==> src/rtl/rwc_pkg.sv <==
package rwc_pkg;

  typedef enum logic [2:0] {
    ST_POWER_ON   = 3'd0,
    ST_RUN        = 3'd1,
    ST_HALT       = 3'd2,
    ST_WAKE_DELAY = 3'd3,
    ST_RESET_HOLD = 3'd4
  } rwc_state_e;

endpackage

==> src/rtl/rwc_sync.sv <==
module rwc_sync #(
  parameter int STAGES = 2
) (
  input  logic clk,
  input  logic arst_n,
  input  logic d,
  output logic q
);

  logic [STAGES-1:0] chain;

  // reset value 0: pin treated as asserted until it is seen high
  always_ff @(posedge clk or negedge arst_n) begin
    if (!arst_n) chain <= '0;
    else         chain <= {chain[STAGES-2:0], d};
  end

  assign q = chain[STAGES-1];

endmodule

==> src/rtl/rwc_su_timer.sv <==
module rwc_su_timer #(
  parameter int SU_CYCLES = 1024
) (
  input  logic clk,
  input  logic arst_n,
  input  logic clr,
  input  logic en,
  output logic done
);

  localparam int CW = (SU_CYCLES > 1) ? $clog2(SU_CYCLES) : 1;
  localparam logic [CW-1:0] LAST = CW'(SU_CYCLES - 1);

  logic [CW-1:0] cnt;

  always_ff @(posedge clk or negedge arst_n) begin
    if (!arst_n)  cnt <= '0;
    else if (clr) cnt <= '0;
    else if (en)  cnt <= cnt + CW'(1);
  end

  assign done = en && (cnt == LAST);

endmodule

==> src/rtl/rwc_fsm.sv <==
module rwc_fsm
  import rwc_pkg::*;
(
  input  logic clk,
  input  logic arst_n,
  input  logic pin_ok,
  input  logic wdt_tmo,
  input  logic halt_req,
  input  logic tmr_done,
  output logic tmr_clr,
  output logic tmr_en,
  output logic cold_rst,
  output logic warm_rst,
  output logic core_en,
  output logic to_flag,
  output logic pdf_flag
);

  rwc_state_e st, st_n;
  logic need_su, need_su_n;
  logic wake_cold, wake_cold_n;
  logic to_q, to_n, pdf_q, pdf_n;

  always_comb begin
    st_n        = st;
    need_su_n   = need_su;
    wake_cold_n = wake_cold;
    to_n        = to_q;
    pdf_n       = pdf_q;
    case (st)
      ST_POWER_ON: begin
        if (tmr_done) st_n = ST_RUN;
      end
      ST_RUN: begin
        if (!pin_ok) begin
          st_n      = ST_RESET_HOLD;
          need_su_n = 1'b0;
        end else if (wdt_tmo) begin
          st_n      = ST_RESET_HOLD;
          need_su_n = 1'b0;
          to_n      = 1'b1;
        end else if (halt_req) begin
          st_n = ST_HALT;
        end
      end
      ST_HALT: begin
        if (!pin_ok) begin
          st_n      = ST_RESET_HOLD;
          need_su_n = 1'b1;
          to_n      = 1'b0;
          pdf_n     = 1'b1;
        end else if (wdt_tmo) begin
          st_n        = ST_WAKE_DELAY;
          wake_cold_n = 1'b0;
          to_n        = 1'b1;
          pdf_n       = 1'b1;
        end
      end
      ST_WAKE_DELAY: begin
        if (!pin_ok) begin
          st_n      = ST_RESET_HOLD;
          need_su_n = 1'b1;
        end else if (tmr_done) begin
          st_n = ST_RUN;
        end
      end
      ST_RESET_HOLD: begin
        if (pin_ok) begin
          if (need_su) begin
            st_n        = ST_WAKE_DELAY;
            wake_cold_n = 1'b1;
          end else begin
            st_n = ST_RUN;
          end
        end
      end
      default: st_n = ST_POWER_ON;
    endcase
  end

  always_ff @(posedge clk or negedge arst_n) begin
    if (!arst_n) begin
      st        <= ST_POWER_ON;
      need_su   <= 1'b1;
      wake_cold <= 1'b1;
      to_q      <= 1'b0;
      pdf_q     <= 1'b0;
    end else begin
      st        <= st_n;
      need_su   <= need_su_n;
      wake_cold <= wake_cold_n;
      to_q      <= to_n;
      pdf_q     <= pdf_n;
    end
  end

  assign tmr_clr  = (st_n != st) || ((st == ST_POWER_ON) && !pin_ok);
  assign tmr_en   = ((st == ST_POWER_ON) && pin_ok) || (st == ST_WAKE_DELAY);
  assign cold_rst = (st == ST_POWER_ON) || (st == ST_RESET_HOLD) ||
                    ((st == ST_WAKE_DELAY) && wake_cold);
  assign warm_rst = (st == ST_WAKE_DELAY) && !wake_cold;
  assign core_en  = (st == ST_RUN);
  assign to_flag  = to_q;
  assign pdf_flag = pdf_q;

endmodule

==> src/rtl/rst_wake_ctrl.sv <==
module rst_wake_ctrl #(
  parameter int SU_CYCLES   = 1024,
  parameter int SYNC_STAGES = 2
) (
  input  logic clk,
  input  logic por_n,
  input  logic ext_rst_n,
  input  logic wdt_tmo,
  input  logic halt_req,
  output logic cold_rst,
  output logic warm_rst,
  output logic core_en,
  output logic to_flag,
  output logic pdf_flag
);

  logic pin_ok;
  logic tmr_clr, tmr_en, tmr_done;

  rwc_sync #(.STAGES(SYNC_STAGES)) u_sync (
    .clk    (clk),
    .arst_n (por_n),
    .d      (ext_rst_n),
    .q      (pin_ok)
  );

  rwc_su_timer #(.SU_CYCLES(SU_CYCLES)) u_tmr (
    .clk    (clk),
    .arst_n (por_n),
    .clr    (tmr_clr),
    .en     (tmr_en),
    .done   (tmr_done)
  );

  rwc_fsm u_fsm (
    .clk      (clk),
    .arst_n   (por_n),
    .pin_ok   (pin_ok),
    .wdt_tmo  (wdt_tmo),
    .halt_req (halt_req),
    .tmr_done (tmr_done),
    .tmr_clr  (tmr_clr),
    .tmr_en   (tmr_en),
    .cold_rst (cold_rst),
    .warm_rst (warm_rst),
    .core_en  (core_en),
    .to_flag  (to_flag),
    .pdf_flag (pdf_flag)
  );

endmodule

==> config.mk <==
export PLATFORM = sky130hd
export DESIGN_NAME = rst_wake_ctrl
export DESIGN_NICKNAME = d
export VERILOG_FILES = /design/src/rtl/rwc_pkg.sv /design/src/rtl/rwc_sync.sv /design/src/rtl/rwc_su_timer.sv /design/src/rtl/rwc_fsm.sv /design/src/rtl/rst_wake_ctrl.sv
export SDC_FILE = /design/constraint.sdc
export NUM_CORES = 1
export LEC_CHECK = 0
export ABC_AREA = 1
export BUFFER_PORTS_ARGS = -buffer_cell sky130_fd_sc_hd__buf_2
export CAP_MARGIN = 0
export CORE_MARGIN = 5
export CORE_UTILIZATION = 42
export CTS_CLUSTER_SIZE = 12
export DETAILED_ROUTE_END_ITERATION = 12
export PLACE_DENSITY = 0.65
export SYNTH_ARGS = -nofsm -noshare
export SYNTH_HDL_FRONTEND = slang
export SYNTH_SLANG_ARGS = --single-unit
==> constraint.sdc <==
create_clock -name clk -period 4.42 [get_ports clk]
set_input_delay 0.221 -clock clk [delete_from_list [all_inputs] [get_ports clk]]
set_output_delay 0.221 -clock clk [all_outputs]
set_load 0.005 [all_outputs]
After elaboration in Yosys (flattened, before gate mapping):

Cells that the tools add are included.
Widths: inputs -> output; s select.

* bits in registers: 19
* input port bits: 5
* output and inout port bits: 5
* word-level logic and storage cells: 69

* add/sub/neg operators: 1
* equality and inequality tests: 14
* muxes and demuxes: 26
* reduce and logical (&&, ||, !) cells: 21

Operators by type and width (number)
* $mux 3: 8
* $mux 10: 2
* $pmux 3 s5: 1
* $mux 1: 11
* $add 10x1->10 const B: 1
* $eq 10x10->1 const B: 1
* $ne 2x2->1 const B: 5
* $reduce_bool 2->1: 4
* $eq 3x2->1 const B: 2
* $pmux 1 s2: 3
* $logic_and 1x1->1: 5
* $reduce_and 5->1: 1
* $logic_or 1x1->1: 4
* $ne 2x1->1 const B: 2
* $reduce_and 2->1: 2
* $eq 3x1->1 const B: 1
* $eq 3x3->1 const B: 1
* $logic_not 3->1: 1
* $ne 3x3->1: 1
* $ne 3x3->1 const B: 1
* $reduce_and 3->1: 1
* $logic_not 1->1: 2
* $mux 2: 1
* $reduce_or 2->1: 1

Depth between registers and ports, before layout:

Gate-level depths: netlist (run 1).

* word-level depth: 10
* depth in mapped cells: 11
* gate-level depth less buffers: 11

Modules after synthesis:

Synthesis (run 1) repeated with hierarchy kept, for this count alone.

* cells, all modules: 156
* area total of the unflattened synthesis: 1102.3 µm²

By module, submodules not included
* rwc_su_timer: instances 1, cells each 78, area an instance 558.0 µm², sequential area each 250.2 µm²
* rwc_fsm: instances 1, cells each 76, area an instance 494.2 µm², sequential area each 177.7 µm²
* rwc_sync: instances 1, cells each 2, area an instance 50.0 µm², sequential area each 50.0 µm²

Worst setup path before layout (run 1):

OpenSTA, ideal clock, no wires.

* path kind: register -> register
* start point: reg u_tmr.cnt[1]
* end point: reg u_tmr.cnt[0]
* library setup time: 0.073 ns
* arrival: 1.355 ns
* data required time: 4.347 ns
* path slack: 2.993 ns
* cell stages (with the launch flop): 12
* path buffers: 0
* clock period less this slack: 1.427 ns
* path through: dfrtp_1 > ha_1 > nand2_1 > nor2_1 > nand2_1 > nor2_1 > nand3_2 > nand2_2 > nand2_1 > nand2_2 > nand3_4 > nor2_1

* word-level cells in the longest chain between the ends: 8
* elaborated cells between the ends (all ways): 9
* classes of those cells: eq/ne: 2; mux: 4; reduce/logical: 3

RTL lines
* from (decl): line rwc_su_timer.sv:14 `logic [CW-1:0] cnt;`
* from (signal assigned): line rwc_su_timer.sv:19 `else if (en) cnt <= cnt + CW'(1);`
* $eq 10x10->1 (*): line rwc_su_timer.sv:22 `assign done = en && (cnt == LAST);`
* $logic_and 1x1->1 (*): line rwc_su_timer.sv:22
* $mux 3 (*): line rwc_fsm.sv:32, rwc_fsm.sv:63
* $mux 3: line rwc_fsm.sv:60 `if (!pin_ok) begin`
* $pmux 3 s5 (*): line rwc_fsm.sv:30 `case (st)`
* named net u_fsm.st_n[0]: line rwc_fsm.sv:19 `rwc_state_e st, st_n;`
* $ne 3x3->1 (*): line rwc_fsm.sv:97 `assign tmr_clr = (st_n != st) || ((st == ST_POWER_ON) && !pin_ok);`
* $logic_or 1x1->1 (*): line rwc_fsm.sv:97
* $mux 10 / $reduce_bool 2->1 (equally long branches)

The timed path passes the listed nets; every way through them passes the cells marked *.
A chain may end at the register's enable or synchronous reset.

Worst setup path after layout (run 1):

* start point: reg u_tmr.cnt[1]
* end point: reg u_tmr.cnt[5]

The elaborated chain is that of the path after synthesis.

==> parameters.txt, run 1 <==
Parameter                              Value

Run status
  Run status    finished clean

STA
  Slew at the pin with the worst max-slew slack    0.419 ns
  Post-route worst setup slack    roughly 2.7 ns
  Setup TNS    0 ns
  Unrepaired setup endpoints after global routing    no
  Post-route clock skew    between 0.01 and 0.015 ns
  Setup violation total in the final timing report    0
  Final Hold Viols    0
  Fmax achieved    579 MHz
  Slew margin rel.    0.721
  Final worst-path cycle share    0.391
  Final-report max-slew violation count    0
  Final Critical Period    1.73 ns

Routing
  Total wire length    about 2000 µm
  Residual DRC count    0
  Starting DRT DRC Count    26
  Number of iterations in the first detailed-routing pass    4
  Count of antenna-violating nets left after detailed routing    0
  Post-DR vias/cell    roughly 5.0
  Drt wl/cell    ~11 µm
  Vias after detailed routing    889

Clocking
  TritonCTS clock tree    yes
  Insertion delay to the later sink of the worst-skew pair    between 0.3 and 0.4 ns
  Cts bufs inserted    3
  Depth of the CTS H-tree    1
  Sink count of the clock tree    19
  Buffer depth of the longest clock path    2
  Cts repair resizes    0
  Clock Tree Root    clkbuf_4
  Reg clk slew, reported paths    approximately 0.12 ns

Synthesis
  Main area contributors after synthesis    dfrtp_1 40%, nor2_1 10%, nand2_1 9.9%
  Main combinational cell family by area after synthesis    simple AND/OR/NAND/NOR gates
  Multiplexer fraction of the synthesized cell area    0
  Yosys cell types    26
  Synthesized-area fraction occupied by ao, oa, aoi and oai cells    0.0765
  Post-synthesis cell type with the largest combined area    dfrtp_1
  Flip-flop and latch count after synthesis    19
  Synth Area in XOR/XNOR    0.0576
  Yosys top cell area share    0.400
  Number of nets produced by synthesis    between 100 and 150
  Mapped Area    ~1100 µm²
  Fraction of the mapped netlist area in adder cells    0.0118
  Average cell area after synthesis    7.88 µm²
  Simple-gate portion of the synthesized area    0.347
  Synth Instances    approximately 140
  Ys Warns    0
  Share of the yosys chip area belonging to registers    0.449

Place
  Detail Placement HPWL    1520 µm
  Worst Setup Slack post-DPL    between 2 and 3 ns
  Count of port buffers added during placement    9
  Post-placement cell count    between 150 and 200
  Routability Congestion    0.847

Setup path
  Critical path class    reg2reg
  Cell with the largest stage delay on the worst path    dfrtp_1
  Family of cells with the greatest summed delay on the critical path    simple AND/OR/NAND/NOR gates
  Required time at the endpoint of the critical path    4.65 ns
  Max incr delay on CP    between 0.3 and 0.4 ns
  Timing startpoint of the critical path    u_tmr.cnt[1]$_DFFE_PN0P_
  Kind of capture point of the worst setup path    register
  Highest fanout seen on the critical path    10
  Buffers & Inverters on Critical Path    0
  List of cells traversed by the critical path    ha_1 > nand2_1 > nor2_1 > nand2_1 > nor2_1 > nand3_2 > nand2_2 > nand2_1 > nand2_2 > nand3_4 > nor2_1
  Launching point of the worst reg2reg path    u_tmr.cnt[1]$_DFFE_PN0P_
  Endpoint arrival time on the critical path    between 1.5 and 2 ns
  CP startpoint kind    register

Power and ir drop
  Power per standard cell area    approximately 250 nW/µm²
  VDD IR max    212 µV
  Total power draw    0.000291 W
  Leakage power figure    approximately 0.57 nW

Cells and area
  Number of filler cells placed in the layout    between 200 and 250
  Highest-count cells in the layout ignoring fill and taps    29 x nor2_1, 28 x nand2_1, 17 x dfrtp_1, 12 x inv_1
  Diode insertion count for antenna repair    0
  Area overhead of the layout relative to synthesis    10.8%
  Commonest non-fill, non-tap cell in the layout    nor2_1
  Proportion of layout cells with a drive suffix above 1    0.196
  Final cell count without fillers    between 150 and 200
  Nets    around 160

Min path
  Path class of the lowest-slack min-delay path    in2reg
  Start point of the worst min-delay path    ext_rst_n

Die
  Die area    3640 µm²
  Site row count    18
  Effective utilization at floorplan    0.433
  DIE HEIGHT    around 60 µm
  Die width    around 60 µm
  Number of I/O pins    10
  Core area    between 2000 and 2500 µm²

Global routing
  Total gr overflow    0
  Maximum number of pins on one net before global-route repair    20
  Number of antenna violations at the first check in global routing    0
  Via count of the first global-routing pass    818
  Global routing usage summed across all routing layers    0.133
  Global-route wire length before repair    ~3500 µm

Job
  Max-Cap Viols    0
kinds of logic after synthesis:
family	after synthesis
adders and majority gates	1
buffers and inverters	16
AOI/OAI and AO/OA	14
and+or+nand+nor	78
DFF	19
xor gates and xnor gates	7
per-layer routing:
metal / track usage / up-vias / part of all wire / wire length [µm]
li1: - / 453 / - / -
met1: 0.175 / 424 / 0.47 / 945
met2: 0.199 / 8 / 0.47 / 941
met3: 0.0389 / 4 / 0.035 / 70
met4: 0.0665 / 0 / 0.020 / 39
met5: 0 / - / 0 / 0
per-stage QoR:
step / cell area, µm² / util / hold WS [ns]
2_1_floorplan: 1060 / - / -0.0746
3_3_place_gp: 1140 / 0.465 / 0.187
3_5_place_dp: 1140 / 0.465 / 0.183
4_1_cts: 1180 / 0.480 / 0.0109
5_1_grt: 1180 / 0.480 / 0.000324
6_report: 1180 / 0.480 / 0.0240
flip-flops by register name, summed over array words and instances, names as in the netlist:
signal / flops
u_fsm.need_su: 1
u_fsm.pdf_flag: 1
u_fsm.st: 3
u_fsm.to_flag: 1
u_fsm.wake_cold: 1
u_sync.chain: 2
u_tmr.cnt: 10
synth_stat cells (all sizes together):
| master | number |
|---|---|
| dfstp | 2 |
| ha | 1 |
| o21bai | 1 |
| nor3 | 1 |
| a21o | 1 |
| dfrtp | 17 |
| nand4 | 3 |
| nand2 | 32 |
| nor2 | 31 |
| inv | 15 |
| nand3 | 11 |
| buf | 1 |
| a21oi | 5 |
| xnor2 | 3 |
| o211ai | 1 |
| xor2 | 4 |
| o21ai | 6 |
final cells by class:
| cell class | instances | area [µm²] | share of cell area |
|---|---|---|---|
| Timing Repair Buffer | 10 | 55.1 | 0.0467 |
| Inverter | 15 | 56.3 | 0.0478 |
| Multi-Input combinational cell | 100 | 524 | 0.445 |
| Clock buffer | 3 | 22.5 | 0.0191 |
| Clock inverter | 1 | 5.00 | 0.00425 |
| Tap cell | 30 | 37.5 | 0.0318 |
| Sequential cell | 19 | 478 | 0.406 |
worst paths after layout:
check                                              end  slack, ns  cells past startpoint
max                           u_tmr.cnt[5]$_DFFE_PN0P_       2.69                     11
min in group asynchronous        u_fsm.st[1]$_DFF_PN0_       0.36                      2
max in group asynchronous  u_fsm.wake_cold$_DFFE_PN1P_       3.71                      2
min                          u_sync.chain[0]$_DFF_PN0_       0.02                      1
min reg2reg                  u_sync.chain[1]$_DFF_PN0_       0.36                      0
max reg2reg                   u_tmr.cnt[5]$_DFFE_PN0P_       2.69                     11
what timing repair did:
item                                    in CTS  in global routing
setup buffers                                0                  0
hold endpoints to repair                    17                  0
hold buffers                                 1                  0
endpoints found under the setup margin       0                  0
where the power goes:
group          internal, W  leakage, nW  switching [W]
Sequential        0.000178        0.250     0.00000277
Clock            0.0000338       0.0177      0.0000553
Combinational   0.00000743        0.298      0.0000137
Note: power is estimated with default switching activity, not from simulation.
==> run 2, diff against run 1 <==
Settings changed: PLACE_DENSITY 0.65 to 0.67.
Clock period 4.42 ns to 1.39 ns, I/O delays scaled along.
==> run 2 against run 1 <==
Fmax up 5.6%; via count grew 20%; die area did not move; register-to-register slack worse by 2.9 ns; largest cell class unchanged; routed wire length rose by 37%; the run now ends with negative setup slack left.
==> parameters.txt, run 2 (synthesis results as in run 1) <==
Parameter                              Value

Routing
  Drt wl/cell    around 13 µm
  Count of antenna-violating nets left after detailed routing    0
  Vias after detailed routing    ~1,100
  Residual DRC count    0
  Total wire length    2730 µm
  Post-DR vias/cell    slightly below 5
  Starting DRT DRC Count    36
  Number of iterations in the first detailed-routing pass    4

Power and ir drop
  Psw    approximately 0.00024 W
  Switching Fraction    0.252
  Sequential share of power    0.595
  Share of total power in the clock network    0.295
  Design internal power    0.000721 W
  Power per standard cell area    approximately 590 nW/µm²
  Leakage power figure    ~0.77 nW
  VDD IR max    508 µV
  Gate power share    0.110

STA
  Setup TNS    -2.21 ns
  Final Hold Viols    0
  Setup violation total in the final timing report    17
  Final worst-path cycle share    1.18
  Final-report max-slew violation count    0
  Slew at the pin with the worst max-slew slack    0.429 ns
  Final Critical Period    1.64 ns
  Post-route worst setup slack    -0.245 ns
  Unrepaired setup endpoints after global routing    yes
  Slew margin rel.    0.714
  Post-route clock skew    0.0118 ns
  Fmax achieved    roughly 600 MHz

Cells and area
  Area overhead of the layout relative to synthesis    52.4%
  Nets    roughly 190
  Highest-count cells in the layout ignoring fill and taps    31 x buf_4, 24 x nand2_1, 14 x dfrtp_1, 13 x nor2_2, 12 x nor2_1
  Proportion of layout cells with a drive suffix above 1    0.524
  Commonest non-fill, non-tap cell in the layout    buf_4
  Area taken by flip-flops and latches    roughly 480 µm²
  Diode insertion count for antenna repair    0
  Flip-flop count of the largest register, all copies and words added    10
  Largest Register    u_tmr.cnt
  Final cell count without fillers    between 200 and 250
  Number of filler cells placed in the layout    between 150 and 200
  Area used by multi-input combinational logic    649 µm²
  Leading registers by flop count    u_tmr.cnt (10), u_fsm.st (3), u_sync.chain (2)

Place
  Detail Placement HPWL    1870 µm
  Routability Congestion    between 0.8 and 0.9
  Count of port buffers added during placement    9
  Post-placement cell count    roughly 200
  Worst Setup Slack post-DPL    -0.172 ns

Die
  Number of I/O pins    10
  DIE HEIGHT    a little over 60 µm
  Effective utilization at floorplan    0.433
  Die area    roughly 3600 µm²
  Die width    60.3 µm
  Core area    2450 µm²
  Site row count    18

Setup path
  Highest fanout seen on the critical path    5
  Required time at the endpoint of the critical path    between 1.5 and 2 ns
  CP startpoint kind    register
  Count of cells along the worst register-to-register path    11
  Timing startpoint of the critical path    u_tmr.cnt[0]$_DFFE_PN0P_
  Capturing instance or port of the critical path    u_tmr.cnt[9]$_DFFE_PN0P_
  Launching point of the worst reg2reg path    u_tmr.cnt[0]$_DFFE_PN0P_
  Internal reg-to-reg setup slack    -0.25 ns
  Endpoint arrival time on the critical path    approximately 1.9 ns
  Critical path class    reg2reg
  Reg-to-reg endpoint    u_tmr.cnt[9]$_DFFE_PN0P_
  Kind of capture point of the worst setup path    register

Global routing
  Total gr overflow    0
  Global routing usage summed across all routing layers    0.169
  Via count of the first global-routing pass    around 1,100
  Maximum number of pins on one net before global-route repair    20
  Number of antenna violations at the first check in global routing    0
  Global-route wire length before repair    around 4600 µm

Clocking
  Insertion delay to the later sink of the worst-skew pair    0.31 ns
  Sink count of the clock tree    19
  Buffer depth of the longest clock path    2
  Depth of the CTS H-tree    1
  TritonCTS clock tree    yes
  Cts bufs inserted    3
  Clock Tree Root    clkbuf_4
  Reg clk slew, reported paths    about 0.11 ns

Run status
  Run status    complete, but fails checks
  Violations in the final reports    negative setup slack

Job
  Max-Cap Viols    0

Min path
  Path class of the lowest-slack min-delay path    in2reg
-- run 2: changes by cell type in the layout (fill, tap and decap cells not counted), sizes merged --
cell and change:
buf +37, dlygate4sd3 +1, nand3 +1
-- run 2: cell type report --
class                   instances  area share
flip-flops and latches         19       0.297
clock inverters                 1     0.00309
well taps                      30      0.0232
inverters                      15      0.0363
clock buffers                   3      0.0139
repair buffers                 48       0.225
multi-input cells             101       0.401
-- run 2: power groups by stage --
stage / logic [W] / clock network [W] / registers [W]
6_report: 0.000106 / 0.000284 / 0.000573
5_1_grt: 0.000118 / 0.000322 / 0.000575
4_1_cts: 0.0000985 / 0.000295 / 0.000573
3_5_place_dp: 0.0000865 / 0 / 0.000583
3_3_place_gp: 0.0000846 / 0 / 0.000583
2_1_floorplan: 0.0000393 / 0 / 0.000583
-- run 2: timing repair --
action                                 CTS  global route
pin swaps                                5            17
gates cloned                             1             0
resized for setup                       18            31
endpoints found under the hold margin   18             0
hold buffers                             2             0
setup endpoints to repair               17            19
setup buffers                            5             4
-- run 2: how the worst min path moves through the flow --
stage / startpoint / endpoint / slack (ns) / cells after the start
global placement: por_n / u_fsm.st[1]$_DFF_PN0_ / 0.03 / 1
floorplan: por_n / u_fsm.pdf_flag$_DFFE_PN0P_ / -0.23 / 0
CTS: halt_req / u_fsm.st[1]$_DFF_PN0_ / 0.06 / 3
global route: halt_req / u_fsm.st[1]$_DFF_PN0_ / 0.08 / 3
detailed placement: por_n / u_fsm.to_flag$_DFFE_PN0P_ / 0.04 / 1
finish: halt_req / u_fsm.st[1]$_DFF_PN0_ / 0.08 / 3
-- run 2: through the flow --
step	hold WS (ns)	utilization	power, W	area, µm²
6_report	0.0795	0.660	0.000964	1620
5_1_grt	0.0827	0.660	0.00102	1620
4_1_cts	0.0625	0.616	0.000966	1510
3_5_place_dp	0.0362	0.555	0.000670	1360
3_3_place_gp	0.0330	0.555	0.000667	1360
2_1_floorplan	-0.226	-	0.000622	1070
-- run 2: layer usage --
layer	up-vias	wire length, µm	GRT usage
met5	-	0	0
met4	0	44	0.0665
met3	5	98	0.0281
met2	20	1330	0.264
met1	509	1260	0.232
li1	536	-	-
-- run 2: critical path, cell delays in order (launching register included) --
cell and delay (ns):
dfrtp_1 0.38, ha_2 0.19, nand2_2 0.07, nor2_4 0.13
nand2_2 0.08, nor2_4 0.12, nand3_2 0.08, nand2_2 0.09
nand2_2 0.06, nand2_4 0.09, nand3_4 0.11, nor2_1 0.14
==> run 3, diff against run 2 <==
Clock period 1.39 ns to 1.3 ns, I/O delays scaled along.
==> run 3 against run 2 <==
The flow still finishes with violations (negative setup slack); largest cell class unchanged; sequential power is 7.0% higher; sequential cell count stayed put; via count is 2.3% higher.
==> parameters.txt, run 3 (synthesis results as in run 1) <==
Parameter                              Value

STA
  Final Critical Period    about 1.7 ns
  Final-report max-slew violation count    0
  Final Hold Viols    0
  Post-route worst setup slack    -0.359 ns
  Post-route clock skew    between 0.009 and 0.01 ns
  Slew at the pin with the worst max-slew slack    between 0.4 and 0.5 ns
  Setup violation total in the final timing report    17
  Fmax achieved    603 MHz
  Final worst-path cycle share    1.28
  Unrepaired setup endpoints after global routing    yes
  Slew margin rel.    0.702

Setup path
  Max incr delay on CP    0.47 ns
  Highest fanout seen on the critical path    5
  Required time at the endpoint of the critical path    1.54 ns
  Kind of capture point of the worst setup path    register
  Critical path class    reg2reg
  Endpoint arrival time on the critical path    between 1.5 and 2 ns
  Timing startpoint of the critical path    u_fsm.st[1]$_DFF_PN0_
  Launching point of the worst reg2reg path    u_fsm.st[1]$_DFF_PN0_
  Family of cells with the greatest summed delay on the critical path    simple AND/OR/NAND/NOR gates
  Cell with the largest stage delay on the worst path    dfrtp_1
  CP startpoint kind    register
  List of cells traversed by the critical path    nor2_2 > inv_1 > nor2_1 > nand3_2 > nand2_2 > nand2_2 > nand2_4 > nand3_4 > nor2_2
  Buffers & Inverters on Critical Path    1

Cells and area
  Flip-flop count of the largest register, all copies and words added    10
  Largest Register    u_tmr.cnt
  Leading registers by flop count    u_tmr.cnt (10), u_fsm.st (3), u_sync.chain (2)
  Util after Layout    0.663
  Commonest non-fill, non-tap cell in the layout    buf_4
  Diode insertion count for antenna repair    0
  Proportion of layout cells with a drive suffix above 1    0.495
  Nets    197
  Highest-count cells in the layout ignoring fill and taps    36 x buf_4, 25 x nand2_1, 17 x nor2_1, 16 x dfrtp_1
  Area overhead of the layout relative to synthesis    53.1%

Die
  Core area    between 2000 and 2500 µm²
  Site row count    18
  Effective utilization at floorplan    0.433
  Number of I/O pins    10
  DIE HEIGHT    between 60 and 70 µm
  Die area    3640 µm²
  Die width    60.3 µm

Clocking
  TritonCTS clock tree    yes
  Insertion delay to the later sink of the worst-skew pair    0.30 ns
  Buffer depth of the longest clock path    2
  Sink count of the clock tree    19
  Reg clk slew, reported paths    around 0.11 ns
  Cts bufs inserted    3
  Depth of the CTS H-tree    1
  Clock Tree Root    clkbuf_4

Routing
  Total wire length    3050 µm
  Vias after detailed routing    about 1,100
  Count of antenna-violating nets left after detailed routing    0
  Residual DRC count    0
  Number of iterations in the first detailed-routing pass    4
  Post-DR vias/cell    4.98
  Starting DRT DRC Count    30
  Drt wl/cell    13.8 µm

Run status
  Run status    complete, but fails checks
  Violations in the final reports    negative setup slack

Place
  Routability Congestion    approximately 0.8
  Detail Placement HPWL    around 1900 µm
  Worst Setup Slack post-DPL    -0.316 ns
  Count of port buffers added during placement    9

Global routing
  Total gr overflow    0
  Number of antenna violations at the first check in global routing    0
  Maximum number of pins on one net before global-route repair    20
  Global-route wire length before repair    5010 µm
  Global routing usage summed across all routing layers    0.183
  Via count of the first global-routing pass    between 1,000 and 1,500

Min path
  Start point of the worst min-delay path    wdt_tmo
  Path class of the lowest-slack min-delay path    in2reg

Power and ir drop
  Leakage power figure    0.799 nW
  Power per standard cell area    between 600 and 700 nW/µm²
  VDD IR max    between 500 and 600 µV
  Total power draw    just over 0.001 W

Job
  Max-Cap Viols    0
## run 3: worst paths after layout
kind                                              to  slack [ns]  cells past startpoint
min                        u_fsm.to_flag$_DFFE_PN0P_        0.11                      3
max in group asynchronous  u_fsm.need_su$_DFFE_PN1P_        0.72                      2
max                         u_tmr.cnt[4]$_DFFE_PN0P_       -0.36                      9
max reg2reg                 u_tmr.cnt[4]$_DFFE_PN0P_       -0.36                      9
min reg2reg                u_sync.chain[1]$_DFF_PN0_        0.36                      0
min in group asynchronous   u_tmr.cnt[9]$_DFFE_PN0P_        0.24                      2
## run 3: final cells by class
class	instances	area, µm²
fill	187	827
clock buffer	4	26.3
timing repair buffer	51	387
sequential	19	479
tap	30	37.5
multi-input combinational	101	642
inverter	15	56.3
## run 3: worst reg2reg max path, stage by stage (launching register included)
cell and delay [ns]:
dfrtp_1 0.47, nor2_2 0.17, inv_1 0.08, nor2_1 0.23, nand3_2 0.16, nand2_2 0.11, nand2_2 0.06, nand2_4 0.09
nand3_4 0.11, nor2_2 0.12
## run 3: layer usage
layer,track usage,part of all wire,vias up
met3,0.0324,0.048,8
met1,0.223,0.42,516
li1,-,-,535
met5,0,0,-
met2,0.313,0.51,36
met4,0.0854,0.023,0
## run 3: power breakdown
| part | internal (W) | switching [W] | total (W) |
|---|---|---|---|
| sequential | 0.000604 | 0.00000837 | 0.000613 |
| combinational | 0.0000495 | 0.0000627 | 0.000112 |
| clock | 0.000119 | 0.000176 | 0.000295 |
| total | 0.000773 | 0.000247 | 0.00102 |
## run 3: stage by stage
step                      std cells  setup TNS [ns]  area [µm²]  hold slack [ns]
after floorplan                 135           -1.01        1070           -0.231
after global placement          203           -1.94        1370           0.0243
after detailed placement        203           -3.09        1370           0.0292
after CTS                       215           -3.21        1540            0.101
after global routing            220           -5.86        1630            0.120
final                           220           -4.55        1630            0.106
## run 3: repair_timing
| action | CTS | global route |
|---|---|---|
| resized for setup | 21 | 19 |
| hold endpoints to repair | 18 | 0 |
| setup endpoints to repair | 18 | 19 |
| buffers inserted | 5 | 5 |
| cloned | 1 | 0 |
| pin swaps | 5 | 9 |
| hold buffers | 2 | 0 |
